<file path="src/rtl/period_timer_pkg.sv">
package period_timer_pkg;

    localparam int CNT_W  = 8;
    localparam int PRE_W  = 4;
    localparam int POST_W = 4;

    typedef enum logic [1:0] {
        ADDR_COUNT  = 2'd0,
        ADDR_PERIOD = 2'd1,
        ADDR_CTRL   = 2'd2,
        ADDR_NONE   = 2'd3
    } reg_addr_e;

    typedef struct packed {
        logic              rsvd;
        logic [POST_W-1:0] post_sel;
        logic              run;
        logic [1:0]        pre_sel;
    } ctrl_t;

    // terminal value of the prescale counter for a given select code
    function automatic logic [PRE_W-1:0] pre_limit(input logic [1:0] sel);
        logic [PRE_W-1:0] lim;
        case (sel)
            2'b00:   lim = PRE_W'(0);
            2'b01:   lim = PRE_W'(3);
            default: lim = PRE_W'(15);
        endcase
        return lim;
    endfunction

endpackage

</file>
<file path="src/rtl/pt_prescaler.sv">
module pt_prescaler
    import period_timer_pkg::*;
(
    input  logic       clk,
    input  logic       rst,
    input  logic       tick_en,
    input  logic       run,
    input  logic [1:0] pre_sel,
    input  logic       scaler_clr,
    output logic       adv
);
    logic [PRE_W-1:0] pre_q;
    logic             at_lim;

    assign at_lim = (pre_q == pre_limit(pre_sel));
    assign adv    = run && tick_en && !scaler_clr && at_lim;

    always_ff @(posedge clk) begin
        if (rst || scaler_clr) begin
            pre_q <= '0;
        end else if (run && tick_en) begin
            pre_q <= at_lim ? '0 : pre_q + 1'b1;
        end
    end

    assert_adv_gated_R9: assert property (@(posedge clk) disable iff (rst)
        !(run && tick_en) |-> !adv);

    assert_clr_zeroes_R7: assert property (@(posedge clk) disable iff (rst)
        scaler_clr |=> pre_q == '0);

endmodule

</file>
<file path="src/rtl/pt_counter.sv">
module pt_counter
    import period_timer_pkg::*;
#(
    parameter int W = CNT_W
) (
    input  logic         clk,
    input  logic         rst,
    input  logic         adv,
    input  logic         load,
    input  logic [W-1:0] load_val,
    input  logic [W-1:0] period,
    output logic [W-1:0] count,
    output logic         hit,
    output logic         match_q
);
    logic [W-1:0] cnt_q;

    assign hit   = adv && !load && (cnt_q == period);
    assign count = cnt_q;

    always_ff @(posedge clk) begin
        if (rst) begin
            cnt_q   <= '0;
            match_q <= 1'b0;
        end else begin
            match_q <= hit;
            if (load)
                cnt_q <= load_val;
            else if (adv)
                cnt_q <= hit ? '0 : cnt_q + 1'b1;
        end
    end

    assert_match_wraps_R4: assert property (@(posedge clk) disable iff (rst)
        match_q |-> cnt_q == '0);

    assert_count_holds_R9: assert property (@(posedge clk) disable iff (rst)
        (!adv && !load) |=> $stable(cnt_q));

endmodule

</file>
<file path="src/rtl/pt_postscaler.sv">
module pt_postscaler
    import period_timer_pkg::*;
(
    input  logic              clk,
    input  logic              rst,
    input  logic              hit,
    input  logic [POST_W-1:0] post_sel,
    input  logic              scaler_clr,
    input  logic              flag_clr,
    output logic              flag
);
    logic [POST_W-1:0] post_q;
    logic              wrap;

    assign wrap = hit && !scaler_clr && (post_q == post_sel);

    always_ff @(posedge clk) begin
        if (rst || scaler_clr) begin
            post_q <= '0;
        end else if (hit) begin
            post_q <= wrap ? '0 : post_q + 1'b1;
        end
    end

    always_ff @(posedge clk) begin
        if (rst)
            flag <= 1'b0;
        else if (wrap)
            flag <= 1'b1;
        else if (flag_clr)
            flag <= 1'b0;
    end

    assert_wrap_sets_flag_R6: assert property (@(posedge clk) disable iff (rst)
        wrap |=> flag);

    assert_flag_sticky_R6: assert property (@(posedge clk) disable iff (rst)
        (flag && !flag_clr) |=> flag);

endmodule

</file>
<file path="src/rtl/period_timer.sv">
module period_timer
    import period_timer_pkg::*;
(
    input  logic             clk,
    input  logic             rst,
    input  logic             tick_en,
    input  logic [1:0]       reg_addr,
    input  logic             reg_wr,
    input  logic [CNT_W-1:0] reg_wdata,
    output logic [CNT_W-1:0] reg_rdata,
    input  logic             flag_clr,
    output logic             match_pulse,
    output logic             irq_flag
);
    localparam logic [CNT_W-1:0] PERIOD_RST = '1;

    ctrl_t            ctrl_q;
    logic [CNT_W-1:0] period_q;
    logic [CNT_W-1:0] count;
    logic             wr_count, wr_period, wr_ctrl;
    logic             scaler_clr;
    logic             adv, hit;
    reg_addr_e        addr;

    assign addr       = reg_addr_e'(reg_addr);
    assign wr_count   = reg_wr && (addr == ADDR_COUNT);
    assign wr_period  = reg_wr && (addr == ADDR_PERIOD);
    assign wr_ctrl    = reg_wr && (addr == ADDR_CTRL);
    assign scaler_clr = wr_count || wr_ctrl;

    always_ff @(posedge clk) begin
        if (rst) begin
            ctrl_q   <= '0;
            period_q <= PERIOD_RST;
        end else begin
            if (wr_ctrl) begin
                ctrl_q      <= ctrl_t'(reg_wdata);
                ctrl_q.rsvd <= 1'b0;
            end
            if (wr_period)
                period_q <= reg_wdata;
        end
    end

    always_comb begin
        case (addr)
            ADDR_COUNT:  reg_rdata = count;
            ADDR_PERIOD: reg_rdata = period_q;
            ADDR_CTRL:   reg_rdata = ctrl_q;
            default:     reg_rdata = '0;
        endcase
    end

    pt_prescaler u_pre (
        .clk        (clk),
        .rst        (rst),
        .tick_en    (tick_en),
        .run        (ctrl_q.run),
        .pre_sel    (ctrl_q.pre_sel),
        .scaler_clr (scaler_clr),
        .adv        (adv)
    );

    pt_counter #(.W(CNT_W)) u_cnt (
        .clk      (clk),
        .rst      (rst),
        .adv      (adv),
        .load     (wr_count),
        .load_val (reg_wdata),
        .period   (period_q),
        .count    (count),
        .hit      (hit),
        .match_q  (match_pulse)
    );

    pt_postscaler u_post (
        .clk        (clk),
        .rst        (rst),
        .hit        (hit),
        .post_sel   (ctrl_q.post_sel),
        .scaler_clr (scaler_clr),
        .flag_clr   (flag_clr),
        .flag       (irq_flag)
    );

    assert_rsvd_zero_R2: assert property (@(posedge clk) disable iff (rst)
        wr_ctrl |=> ctrl_q.rsvd == 1'b0);

endmodule

</file>
<file path="config.mk">
export PLATFORM = sky130hd
export DESIGN_NAME = period_timer
export DESIGN_NICKNAME = d
export VERILOG_FILES = /design/src/rtl/period_timer_pkg.sv /design/src/rtl/pt_prescaler.sv /design/src/rtl/pt_counter.sv /design/src/rtl/pt_postscaler.sv /design/src/rtl/period_timer.sv
export SDC_FILE = /design/constraint.sdc
export NUM_CORES = 1
export LEC_CHECK = 0
export ABC_CLOCK_PERIOD_IN_PS = 2800
export CAP_MARGIN = 10
export CORE_UTILIZATION = 45
export CTS_BUF_LIST = sky130_fd_sc_hd__clkbuf_2 sky130_fd_sc_hd__clkbuf_4 sky130_fd_sc_hd__clkbuf_8
export DETAILED_ROUTE_END_ITERATION = 10
export DONT_BUFFER_PORTS = 1
export PLACE_DENSITY = 0.61
export SLEW_MARGIN = 20
export SYNTH_ARGS = -nofsm -noshare
export SYNTH_HDL_FRONTEND = slang
export SYNTH_SLANG_ARGS = --single-unit
</file>
<file path="constraint.sdc">
create_clock -name clk -period 2.8 [get_ports clk]
set_input_delay 0.28 -clock clk [delete_from_list [all_inputs] [get_ports clk]]
set_output_delay 0.28 -clock clk [all_outputs]
set_load 0.03 [all_outputs]
</file>
After elaboration in Yosys (flattened, before gate mapping) --
Cells that the tools add are included. W data, S select, Z words.
Storage, ports and cells: bits in writable memories 0, bits in read-only memories 0, bits in latches 0, output and inout bits 10, logic and storage cells 45, memories kept 0, bits in registers 33
Operators by class: add/sub/neg operators 3, multiplexer cells 9, div/mod/pow operators 0, shift-type cells 0, $mul 0, order comparisons 0, equality and inequality tests 6, reduce and logical (&&, ||, !) cells 18, bitwise gates (word level) 0
Operator list (count):
- $mux W8 | 3
- $pmux W8 S3 | 1
- $logic_and A1 B1 Y1 | 10
- $add A4 B1 Y4 const B | 2
- $add A8 B1 Y8 const B | 1
- $eq A4 B4 Y1 | 2
- $eq A8 B8 Y1 | 1
- $mux W4 | 2
- $pmux W4 S2 | 1
- $eq A2 B1 Y1 const B | 2
- $logic_not A2 Y1 | 2
- $reduce_bool A2 Y1 | 2
- $eq A2 B2 Y1 const B | 1
- $logic_not A1 Y1 | 2
- $logic_or A1 B1 Y1 | 2
- $mux W1 | 2

Logic depth before layout (Yosys ltp) --
Gate-level depths: netlist of the first run.
word-level depth 11, mapped depth 6, depth with buffers taken out 5

By module --
A second synthesis of the first run with hierarchy kept.
Unflattened totals: cells, all modules 209, area total of the unflattened synthesis 1923.1 µm²
By module, submodules not included:
- period_timer | instances 1, area an instance 839.6 µm², seq. area each 300.3 µm², cells each 89
- pt_counter | instances 1, area an instance 584.3 µm², seq. area each 180.2 µm², cells each 70
- pt_postscaler | instances 1, area an instance 276.5 µm², seq. area each 100.1 µm², cells each 25
- pt_prescaler | instances 1, area an instance 222.7 µm², seq. area each 80.1 µm², cells each 25

Least setup slack after synthesis of the first run --
Ideal clock, no wire load.
kind flip-flop to flip-flop, start reg u_pre.pre_q[0], end reg u_post.post_q[2], buffers on the path 0, slack 860 ps, cell stages (with the launch flop) 6, period minus slack after synthesis 1940 ps, required time 2730 ps, arrival 1871 ps, path through dfxtp_1 -> or3_4 -> a2111oi_4 -> o211ai_2 -> or4b_1 -> a21oi_1
Between the ends: cells in the longest elaborated chain, start to end 7
Ends and longest elaborated chain:
- start, declared | RTL line pt_prescaler.sv:12 | logic [PRE_W-1:0] pre_q;
- start signal, assigned | RTL line pt_prescaler.sv:22 | pre_q <= at_lim ? '0 : pre_q + 1'b1;
- $eq A4 B4 Y1 (*) | RTL line pt_prescaler.sv:15 | assign at_lim = (pre_q == pre_limit(pre_sel));
- $logic_and A1 B1 Y1 (*) | RTL line pt_prescaler.sv:16 | assign adv = run && tick_en && !scaler_clr && at_lim;
- $logic_and A1 B1 Y1 (*) (2 in series) | RTL line pt_counter.sv:18 | assign hit = adv && !load && (cnt_q == period);
- $logic_and A1 B1 Y1 (2 in series) | RTL line pt_postscaler.sv:15 | assign wrap = hit && !scaler_clr && (post_q == post_sel);
- $mux W4 | RTL line pt_postscaler.sv:21 | post_q <= wrap ? '0 : post_q + 1'b1;
- end signal, assigned | RTL line pt_postscaler.sv:21
- end, declared | RTL line pt_postscaler.sv:12 | logic [POST_W-1:0] post_q;
Mark *: on every way between the ends. The rest lies on a longest branch, timed or not. A chain may end at the register's enable or synchronous reset.

Worst setup path after layout of the first run --
start reg ctrl_q[2] (netlist bit), end reg u_cnt.cnt_q[2] (netlist: u_cnt.count[2])
Between the ends: cells in the longest elaborated chain, start to end 8, elaborated cells between the ends (all ways) 9, those cells by class mux (3); reduce/logical (6)
Ends and longest elaborated chain:
- start, declared | RTL line period_timer.sv:17 | ctrl_t ctrl_q;
- start signal, assigned | RTL line period_timer.sv:37 | ctrl_q <= ctrl_t'(reg_wdata);
- $logic_and A1 B1 Y1 (*) (3 in series) | RTL line pt_prescaler.sv:16
- $logic_and A1 B1 Y1 (2 in series) | RTL line pt_counter.sv:18
- $mux W8 | RTL line pt_counter.sv:30 | cnt_q <= hit ? '0 : cnt_q + 1'b1;
- $mux W8 | RTL line pt_counter.sv:29 | else if (adv)
- $mux W8 | RTL line pt_counter.sv:27 | if (load)
- end signal, assigned | RTL line pt_counter.sv:28 | cnt_q <= load_val;
- end signal, assigned | RTL line pt_counter.sv:30
- end, declared | RTL line pt_counter.sv:16 | logic [W-1:0] cnt_q;
Mark *: on every way between the ends. The rest lies on a longest branch, timed or not. The select of a mux whose other input is x is not followed.

==> results.json, run 1 <==
{
  "postCtsHoldBufs": 0,
  "tightest_slew_ns": 0.888,
  "routed_wl_um": 4340,
  "gr-usage-all-layers_pct": 22.7,
  "gr-total-overflow": 0,
  "reg2reg_depth": 5,
  "rsz0062_at_grt": "false",
  "cp_slowest_cell": "o41ai_1",
  "path_cells": "nand2_1, o41ai_1, nor2_1, a21oi_1, o221a_2",
  "drive_gt1_share_pct": 10.5,
  "dr_total_vias": 1556,
  "p_sw_share_pct": 25.3,
  "ys_async_sr_fraction_pct": 0,
  "wl_per_cell_um": 15.6,
  "first_pass_iters": 4,
  "synth_fa_ha_area_share_pct": 2.02,
  "cts_setup_buffers": 0,
  "syn-instance-count": 221,
  "synth-edff-count": 0,
  "p_seq_share_pct": 49.6,
  "synth_top_cell_by_area": "dfxtp_1",
  "finalSetupViolations": 0,
  "num-nets-final": 245,
  "min_delay_path_depth": 1,
  "worstSetupStartpointType": "flip-flop",
  "synth.most_common_cell": "nand2_1",
  "finalMaxSlewViolations": 0,
  "dieArea_sq_um": 4400,
  "r2r-end": "u_cnt.count[2]$_SDFFE_PP0P_",
  "dpl.hpwl_um": 3220,
  "cap_violations": 0,
  "cp-end-kind": "flip-flop",
  "synth_xor_area_share_pct": 8.94,
  "synthTopCellsByCount": "39 x nand2_1, 33 x dfxtp_1, 22 x nor2_1",
  "crit_type": "reg2reg",
  "worstPathMaxFanout": 7,
  "critPathRequiredTime_ns": 3.03,
  "io_pins": 25,
  "n_antenna_cell": 0,
  "antenna_left": 0,
  "synth_compound_area_share_pct": 15.3,
  "yosysTopAreaCellShare_pct": 35.5,
  "fp.dieH_um": 66.3,
  "root_buffer": "clkbuf_8",
  "drc": 0,
  "insertion_delay_ns": 0.28,
  "clock_skew_ns": 0.00805,
  "io_buffers": 0,
  "synthMuxAreaShare_pct": 8.06,
  "fp-row-count": 23,
  "hp-start": "rst",
  "grt_pass1_vias": 1516,
  "finalHoldViolCount": 0,
  "dpl.cell_count": 270,
  "cts_tree": "built",
  "yosys_warnings": 0,
  "clock.fmax_ghz": 0.476,
  "synth_cell_types": 45,
  "synth_top_family_by_area": "simple AND/OR/NAND/NOR gates",
  "grt_max_degree": 25,
  "yosysSeqAreaShare_pct": 35.5,
  "vdd_drop_max_v": 0.000325,
  "grt_pass1_wl_um": 7410,
  "cp_slowest_stage_delay_ns": 0.89,
  "timing.rr.start": "ctrl_q[2]$_SDFFE_PP0P_",
  "ys_seq_elements": 33,
  "finalCritPeriodShare_pct": 75.1,
  "cts_resized": 0,
  "netlist_area_sq_um": 1860,
  "arrival_ns": 2.33,
  "tns_ns": 0,
  "min_to": "u_cnt.count[0]$_SDFFE_PP0P_",
  "antenna_found_initial": 0,
  "hp-class": "in2reg",
  "slew_headroom_pct": 40.0,
  "netSwitchingPower_mw": 0.256,
  "r2r_setup_slack_ns": 0.70,
  "cts_buffer_depth": 2,
  "status": "finished clean",
  "min_period_ns": 2.10,
  "power_leakage_nw": 0.762,
  "postSynthAreaPerCell_sq_um": 8.42,
  "ys.flop_type": "dfxtp_1",
  "vias_per_cell": 5.60,
  "drt_iter0_markers": 62,
  "fin_cells": 278,
  "p_int_mw": 0.754,
  "start_util_pct": 46.5,
  "comb_power_share_pct": 11.2,
  "clk_pin_slew_ns": 0.07,
  "gp_congestion": 0.895,
  "syn_nets": 239,
  "htree_levels": 2,
  "power_density_nw_per_um2": 494,
  "synth-simple-area-share_pct": 28.1,
  "clkPwrFrac_pct": 39.2,
  "synth.area.top_cells": "dfxtp_1 35%, mux2i_1 8.1%, nand2_1 7.9%, xor2_1 6.1%, nor2_1 4.4%",
  "die_width_um": 66.3,
  "clock-sinks": 33,
  "cts_buffers": 5,
  "core-area_sq_um": 4000,
  "syn_to_final_growth_pct": 9.95
}
## logic make-up after synthesis
family | count (synthesis)
adder cells (fa/ha/maj) | 3
AND/OR/NAND/NOR | 100
multiplexers | 15
buffers and inverters | 10
flip-flops | 33
AO/OA/AOI/OAI | 41
XOR/XNOR | 19
## power by group through the flow
stage	combinational [mW]	sequential, mW	clock (mW)
2_1_floorplan	0.0979	0.506	0
4_1_cts	0.114	0.501	0.406
6_report	0.113	0.501	0.396
5_1_grt	0.126	0.504	0.422
3_5_place_dp	0.114	0.512	0
3_3_place_gp	0.114	0.511	0
## stage by stage
stage | setup WS (ns) | cell area (sq um) | power, mW | hold slack [ns] | utilization [%]
6_report | 0.698 | 2050 | 1.01 | 0.0597 | 51.2
5_1_grt | 0.537 | 2050 | 1.05 | 0.0500 | 51.2
4_1_cts | 0.718 | 2050 | 1.02 | 0.0511 | 51.2
3_5_place_dp | 0.723 | 1950 | 0.626 | 0.353 | 48.6
3_3_place_gp | 0.764 | 1950 | 0.625 | 0.353 | 48.6
2_1_floorplan | 0.860 | 1860 | 0.604 | 0.395 | -
## layout make-up
class,instances,area [sq um]
clock inverter,1,5.00
clock buffer,7,96.3
multi-input combinational,178,1160
fill,401,1950
timing repair buffer,7,52.6
sequential,33,661
tap,50,62.6
inverter,2,7.51
## registers in the layout, summed over array words and instances (netlist names)
| name | flops |
|---|---|
| ctrl_q | 7 |
| period_q | 8 |
| u_cnt.count | 8 |
| u_cnt.match_q | 1 |
| u_post.flag | 1 |
| u_post.post_q | 4 |
| u_pre.pre_q | 4 |
## per-layer routing
| layer | global-route usage, % | vias up | part of all wire, % |
|---|---|---|---|
| met4 | 8.24 | 0 | 0.92 |
| met2 | 35.2 | 33 | 44 |
| met1 | 30.4 | 721 | 50 |
| met5 | 0 | - | 0 |
| li1 | - | 797 | - |
| met3 | 5.00 | 5 | 4.7 |
## how the worst max path moves through the flow
stage                                     start  depth (start not counted)                       endpoint
CTS                 u_pre.pre_q[0]$_SDFFE_PP0N_                          5  u_post.post_q[2]$_SDFFE_PP0N_
finish                   ctrl_q[2]$_SDFFE_PP0P_                          5    u_cnt.count[2]$_SDFFE_PP0P_
floorplan           u_pre.pre_q[0]$_SDFFE_PP0N_                          5  u_post.post_q[2]$_SDFFE_PP0N_
detailed placement  u_pre.pre_q[0]$_SDFFE_PP0N_                          5  u_post.post_q[2]$_SDFFE_PP0N_
global route             ctrl_q[1]$_SDFFE_PP0P_                          5    u_cnt.count[4]$_SDFFE_PP0P_
global placement    u_pre.pre_q[0]$_SDFFE_PP0N_                          5  u_post.post_q[2]$_SDFFE_PP0N_
## critical path: cells and delay by family (launching register included)
family             cells  cell delay [ns]
and+or+nand+nor        2             0.41
AOI/OAI and AO/OA      3             1.26
DFF                    1             0.38
## layout by cell type (no fill, tap or decap), drive strengths merged, types with 2 or more instances in the layout
cell     count
a2111oi      2
a21oi        9
a22oi        2
and2         3
and3b        2
and4         3
buf          7
clkbuf       7
dfxtp       33
ha           3
inv          2
mux2i       15
nand2       39
nand3        3
nand3b       9
nor2        22
nor2b        3
nor4         3
o2111ai      3
o211ai       2
o21ai       17
or3          3
or3b         2
or4b         2
xnor2        6
xor2        13
Power figures use the tool's default switching activity.
==> run 2, diff against run 1 <==
--- a/config.mk
+++ b/config.mk
@@ -5,13 +5,14 @@
 export SDC_FILE = /design/constraint.sdc
 export NUM_CORES = 1
 export LEC_CHECK = 0
-export ABC_CLOCK_PERIOD_IN_PS = 2800
+export ABC_AREA = 1
+export ABC_CLOCK_PERIOD_IN_PS = 1700
 export CAP_MARGIN = 10
 export CORE_UTILIZATION = 45
 export CTS_BUF_LIST = sky130_fd_sc_hd__clkbuf_2 sky130_fd_sc_hd__clkbuf_4 sky130_fd_sc_hd__clkbuf_8
 export DETAILED_ROUTE_END_ITERATION = 10
 export DONT_BUFFER_PORTS = 1
-export PLACE_DENSITY = 0.61
+export PLACE_DENSITY = 0.63
 export SLEW_MARGIN = 20
 export SYNTH_ARGS = -nofsm -noshare
 export SYNTH_HDL_FRONTEND = slang
==> constraint.sdc (replaced) <==
create_clock -name clk -period 1.7 [get_ports clk]
set_input_delay 0.17 -clock clk [delete_from_list [all_inputs] [get_ports clk]]
set_output_delay 0.17 -clock clk [all_outputs]
set_load 0.03 [all_outputs]
==> results.json, run 2 <==
{
  "clock-sinks": 33,
  "postLayoutSetupSlackWorst_ns": 0.202,
  "finalMaxSlewViolations": 0,
  "gr-total-overflow": 0,
  "min_period_ns": 1.50,
  "die_width_um": 69.6,
  "drc": 0,
  "power_mw": 1.68,
  "dpl.cell_count": 356,
  "yosysSeqAreaShare_pct": 32.2,
  "cap_violations": 0,
  "grt_pass1_wl_um": 8650,
  "vdd_drop_max_v": 0.000380,
  "synthTopCellsByCount": "87 x nand2_1, 33 x dfxtp_1, 32 x inv_1",
  "finalCritPeriodShare_pct": 88.1,
  "holdWs_ns": 0.0119,
  "io_pins": 25,
  "yosys_warnings": 0,
  "root_buffer": "clkbuf_8",
  "htree_levels": 2,
  "num-nets-final": 333,
  "rsz0062_at_grt": "false",
  "wl_per_cell_um": 13.5,
  "first_pass_iters": 4,
  "syn_nets": 321,
  "start_util_pct": 46.9,
  "finalSetupViolations": 0,
  "fin_area_sq_um": 2270,
  "worstSetupStartpointType": "flip-flop",
  "insertion_delay_ns": 0.29,
  "io_buffers": 0,
  "syn_to_final_growth_pct": 10.5,
  "fp-row-count": 24,
  "drt_iter0_markers": 98,
  "dieArea_sq_um": 4840,
  "ys_seq_elements": 33,
  "synth.area.top_cells": "dfxtp_1 32%, nand2_1 16%, xor2_1 7.2%, nand3_1 6.1%, inv_1 5.8%",
  "synth_top_cell_by_area": "dfxtp_1",
  "finalHoldViolCount": 0,
  "clock.fmax_ghz": 0.668,
  "fin_util_pct": 51.8,
  "gp_congestion": 0.862,
  "clk_pin_slew_ns": 0.07,
  "arrival_ns": 1.33,
  "syn-instance-count": 303,
  "cts_resized": 0,
  "clock_skew_ns": 0.00576,
  "synth.most_common_cell": "nand2_1",
  "grt_pass1_vias": 1862,
  "antenna_left": 0,
  "fin_cells": 368,
  "layout_common_cells": "87 x nand2_1, 33 x dfxtp_1, 32 x inv_1",
  "netlist_area_sq_um": 2050,
  "power_density_nw_per_um2": 742,
  "ys.flop_type": "dfxtp_1",
  "dpl.hpwl_um": 3750,
  "status": "finished clean",
  "cts_buffers": 5,
  "cp-end-kind": "output pin",
  "dr_total_vias": 1926,
  "postSynthAreaPerCell_sq_um": 6.78,
  "antenna_found_initial": 0,
  "power_leakage_nw": 1.05,
  "crit_type": "reg2out",
  "cts_setup_buffers": 0,
  "core-area_sq_um": 4380,
  "postCtsHoldBufs": 4,
  "cts_buffer_depth": 2,
  "r2r_setup_slack_ns": 0.21,
  "gr-usage-all-layers_pct": 22.6,
  "post_dp_cell_area_sq_um": 2140,
  "routed_wl_um": 4960,
  "hp-class": "in2reg",
  "final_common_cell": "nand2_1",
  "ys_async_sr_fraction_pct": 0,
  "tightest_slew_ns": 0.532,
  "critPathRequiredTime_ns": 1.53,
  "tns_ns": 0,
  "n_antenna_cell": 0,
  "slew_headroom_pct": 64.5,
  "pre_cts_ws_ns": 0.217,
  "synth_cell_types": 29,
  "worstPathMaxFanout": 7,
  "synth-edff-count": 0,
  "vias_per_cell": 5.23,
  "drive_gt1_share_pct": 15.2,
  "cts_tree": "built",
  "grt_max_degree": 16,
  "fp.dieH_um": 69.6,
  "yosysTopAreaCellShare_pct": 32.2
}
[run 2: kinds of logic (layout without fill, tap and decap cells)]
logic type	after synthesis	in the layout	synth area share [%]
AO/OA/AOI/OAI	35	35	10.6
AND/OR/NAND/NOR	160	160	37.0
flip-flops	33	33	32.2
adder cells (fa/ha/maj)	3	3	1.83
buffers and inverters	52	65	9.93
XOR/XNOR	20	20	8.53
[run 2: critical path: stages (launching register included)]
cell and delay [ns]:
dfxtp_1 0.50, inv_1 0.10, o221ai_1 0.23, buf_4 0.20
[run 2: path summary, 6_finish.rpt]
check | from | endpoint | cells past startpoint
worst min register to register | ctrl_q[2]$_SDFFE_PP0P_ | ctrl_q[2]$_SDFFE_PP0P_ | 2
worst max-delay path | u_cnt.count[2]$_SDFFE_PP0P_ | reg_rdata[2] | 3
worst max register to register | u_cnt.count[1]$_SDFFE_PP0P_ | u_cnt.count[6]$_SDFFE_PP0P_ | 8
worst min-delay path | reg_wdata[4] | period_q[4]$_SDFFE_PP1P_ | 2
[run 2: area by class of cell]
cell class | instances | area [sq um]
inverter | 45 | 169
fill | 448 | 2110
clock buffer | 6 | 76.3
clock inverter | 2 | 10.0
sequential | 33 | 661
timing repair buffer | 12 | 100
tap | 52 | 65.1
multi-input combinational | 218 | 1190
[run 2: metal layers]
| metal | global-route usage (%) | up-vias | wire length [um] |
|---|---|---|---|
| met3 | 5.52 | 7 | 311 |
| met2 | 35.9 | 63 | 2250 |
| li1 | - | 993 | - |
| met5 | 0 | - | 0 |
| met4 | 8.62 | 0 | 75 |
| met1 | 29.5 | 863 | 2320 |
[run 2: report_power, final]
part	switching (mW)	total (mW)	internal (mW)	leakage, nW
clock network	0.301	0.601	0.300	0.0484
registers	0.0300	0.828	0.798	0.268
logic	0.166	0.256	0.0904	0.735
==> run 3, diff against run 2 <==
--- a/config.mk
+++ b/config.mk
@@ -6,7 +6,7 @@
 export NUM_CORES = 1
 export LEC_CHECK = 0
 export ABC_AREA = 1
-export ABC_CLOCK_PERIOD_IN_PS = 1700
+export ABC_CLOCK_PERIOD_IN_PS = 1300
 export CAP_MARGIN = 10
 export CORE_UTILIZATION = 45
 export CTS_BUF_LIST = sky130_fd_sc_hd__clkbuf_2 sky130_fd_sc_hd__clkbuf_4 sky130_fd_sc_hd__clkbuf_8
==> constraint.sdc (replaced) <==
create_clock -name clk -period 1.3 [get_ports clk]
set_input_delay 0.13 -clock clk [delete_from_list [all_inputs] [get_ports clk]]
set_output_delay 0.13 -clock clk [all_outputs]
set_load 0.03 [all_outputs]
==> results.json, run 3 (synthesized netlist as in run 2, its figures left out) <==
{
  "fp.dieH_um": 69.6,
  "cp_num_buf_inv": 2,
  "post_dp_cell_area_sq_um": 2410,
  "drt_iter0_markers": 174,
  "cp_slowest_cell": "dfxtp_2",
  "layout_common_cells": "77 x nand2_1, 35 x buf_4, 29 x inv_1",
  "cp_slowest_stage_delay_ns": 0.36,
  "dieArea_sq_um": 4840,
  "power_density_nw_per_um2": 807,
  "insertion_delay_ns": 0.29,
  "dpl.hpwl_um": 4020,
  "cts_buffers": 5,
  "crit_type": "reg2reg",
  "finalMaxSlewViolations": 0,
  "wl_per_cell_um": 14.1,
  "tightest_slew_ns": 0.460,
  "finalCritPeriodShare_pct": 106,
  "met3_length_um": 392,
  "status": "finished with violations",
  "drc": 0,
  "clk_pin_slew_ns": 0.07,
  "die_width_um": 69.6,
  "htree_levels": 2,
  "finalHoldViolCount": 0,
  "cts_tree": "built",
  "clock_skew_ns": 0.00775,
  "final_common_cell": "nand2_1",
  "cap_violations": 0,
  "min_period_ns": 1.38,
  "routedLengthMet1_um": 2490,
  "min_delay_path_depth": 2,
  "wl_met2_um": 2830,
  "crit_top_cell": "buf_6",
  "grt_pass1_wl_um": 9400,
  "n_antenna_cell": 0,
  "top_layer_used": "met4",
  "drive_gt1_share_pct": 39.1,
  "vias_per_cell": 5.24,
  "routed_wl_um": 5910,
  "reg2reg_depth": 8,
  "grt_max_degree": 14,
  "rsz0062_at_grt": "true",
  "dr_total_vias": 2190,
  "tns_ns": -0.599,
  "first_pass_iters": 5,
  "start_util_pct": 46.9,
  "critPathRequiredTime_ns": 1.48,
  "gr-usage-all-layers_pct": 24.8,
  "gp_congestion": 0.810,
  "grt_pass1_vias": 2085,
  "io_buffers": 0,
  "critical_path_cell_count": 8,
  "path_cells": "buf_6, xnor2_2, nand2_1, nor2_4, buf_6, nand3_4, nand2_2, a21oi_2",
  "vdd_drop_max_v": 0.000599,
  "fin_area_sq_um": 2970,
  "root_buffer": "clkbuf_8",
  "gr-total-overflow": 0,
  "worstSetupStartpointType": "flip-flop",
  "arrival_ns": 1.56,
  "cp-end-kind": "flip-flop",
  "antenna_found_initial": 0,
  "worstPathMaxFanout": 5,
  "cts_buffer_depth": 2,
  "num-nets-final": 383,
  "core-area_sq_um": 4380,
  "antenna_left": 0,
  "crit_family": "simple AND/OR/NAND/NOR gates",
  "hp-class": "in2reg",
  "clock.fmax_ghz": 0.725,
  "fp-row-count": 24,
  "syn_to_final_growth_pct": 44.3,
  "clock-sinks": 33,
  "postLayoutSetupSlackWorst_ns": -0.0786,
  "failed_checks": "negative setup slack",
  "slew_headroom_pct": 69.3,
  "power_leakage_nw": 1.37,
  "io_pins": 25,
  "finalSetupViolations": 11
}
-- run 3: cell count changes in the layout (fill, tap and decap cells not counted), moves of 4 or more --
| cell | previous run | this run |
|---|---|---|
| dfxtp_2 | 0 | 13 |
| buf_6 | 0 | 14 |
| a21oi_1 | 17 | 13 |
| nand3_1 | 25 | 19 |
| buf_4 | 8 | 35 |
| nand2_2 | 6 | 13 |
| nor2_1 | 17 | 12 |
| dlygate4sd3_1 | 4 | 11 |
| a21oi_2 | 1 | 5 |
| nand2_1 | 87 | 77 |
| dfxtp_1 | 33 | 18 |
-- run 3: routing by layer --
layer  vias to the layer above  track usage (%)
li1                       1098                -
met1                       988             32.2
met2                        86             38.6
met3                        18             5.38
met4                         0             12.7
met5                         -                0
-- run 3: path summary, 6_finish.rpt --
path                                                   from                       endpoint  slack (ns)
worst max-delay path            u_cnt.count[0]$_SDFFE_PP0P_  u_post.post_q[0]$_SDFFE_PP0N_       -0.08
worst min-delay path                           reg_wdata[1]         ctrl_q[1]$_SDFFE_PP0P_        0.04
worst max register to register  u_cnt.count[0]$_SDFFE_PP0P_  u_post.post_q[0]$_SDFFE_PP0N_       -0.08
worst min register to register     u_post.flag$_SDFFE_PP0P_       u_post.flag$_SDFFE_PP0P_        0.47
-- run 3: layout make-up --
cell class                      count  area [sq um]
Sequential cell                    33           684
Clock buffer                        6          76.3
Timing Repair Buffer               62           563
Inverter                           45           174
Multi-Input combinational cell    218          1390
Clock inverter                      2          10.0
Tap cell                           52          65.1
Fill cell                         348          1420
-- run 3: stage by stage --
step                      util, %  std cells  setup slack (ns)  hold slack [ns]  power, mW
after detailed placement     55.1        392           -0.0543            0.204       1.49
final                        67.6        418           -0.0786           0.0354       2.39
after floorplan                 -        303            0.0478            0.243       1.36
after CTS                    63.9        415           -0.0352          0.00735       2.37
after global routing         67.6        418            -0.151           0.0603       2.51
after global placement       55.1        392           -0.0585            0.203       1.49
-- run 3: timing repair --
item	CTS	global route
buffers inserted	4	2
pin swaps	12	22
endpoints found under the setup margin	14	23
gates cloned	0	0
endpoints found under the hold margin	18	1
hold buffers	11	1
resized for setup	41	40
-- run 3: where the power goes --
part / switching, mW / total [mW] / internal (mW)
clock network: 0.395 / 0.787 / 0.392
logic: 0.296 / 0.532 / 0.236
registers: 0.0288 / 1.07 / 1.05
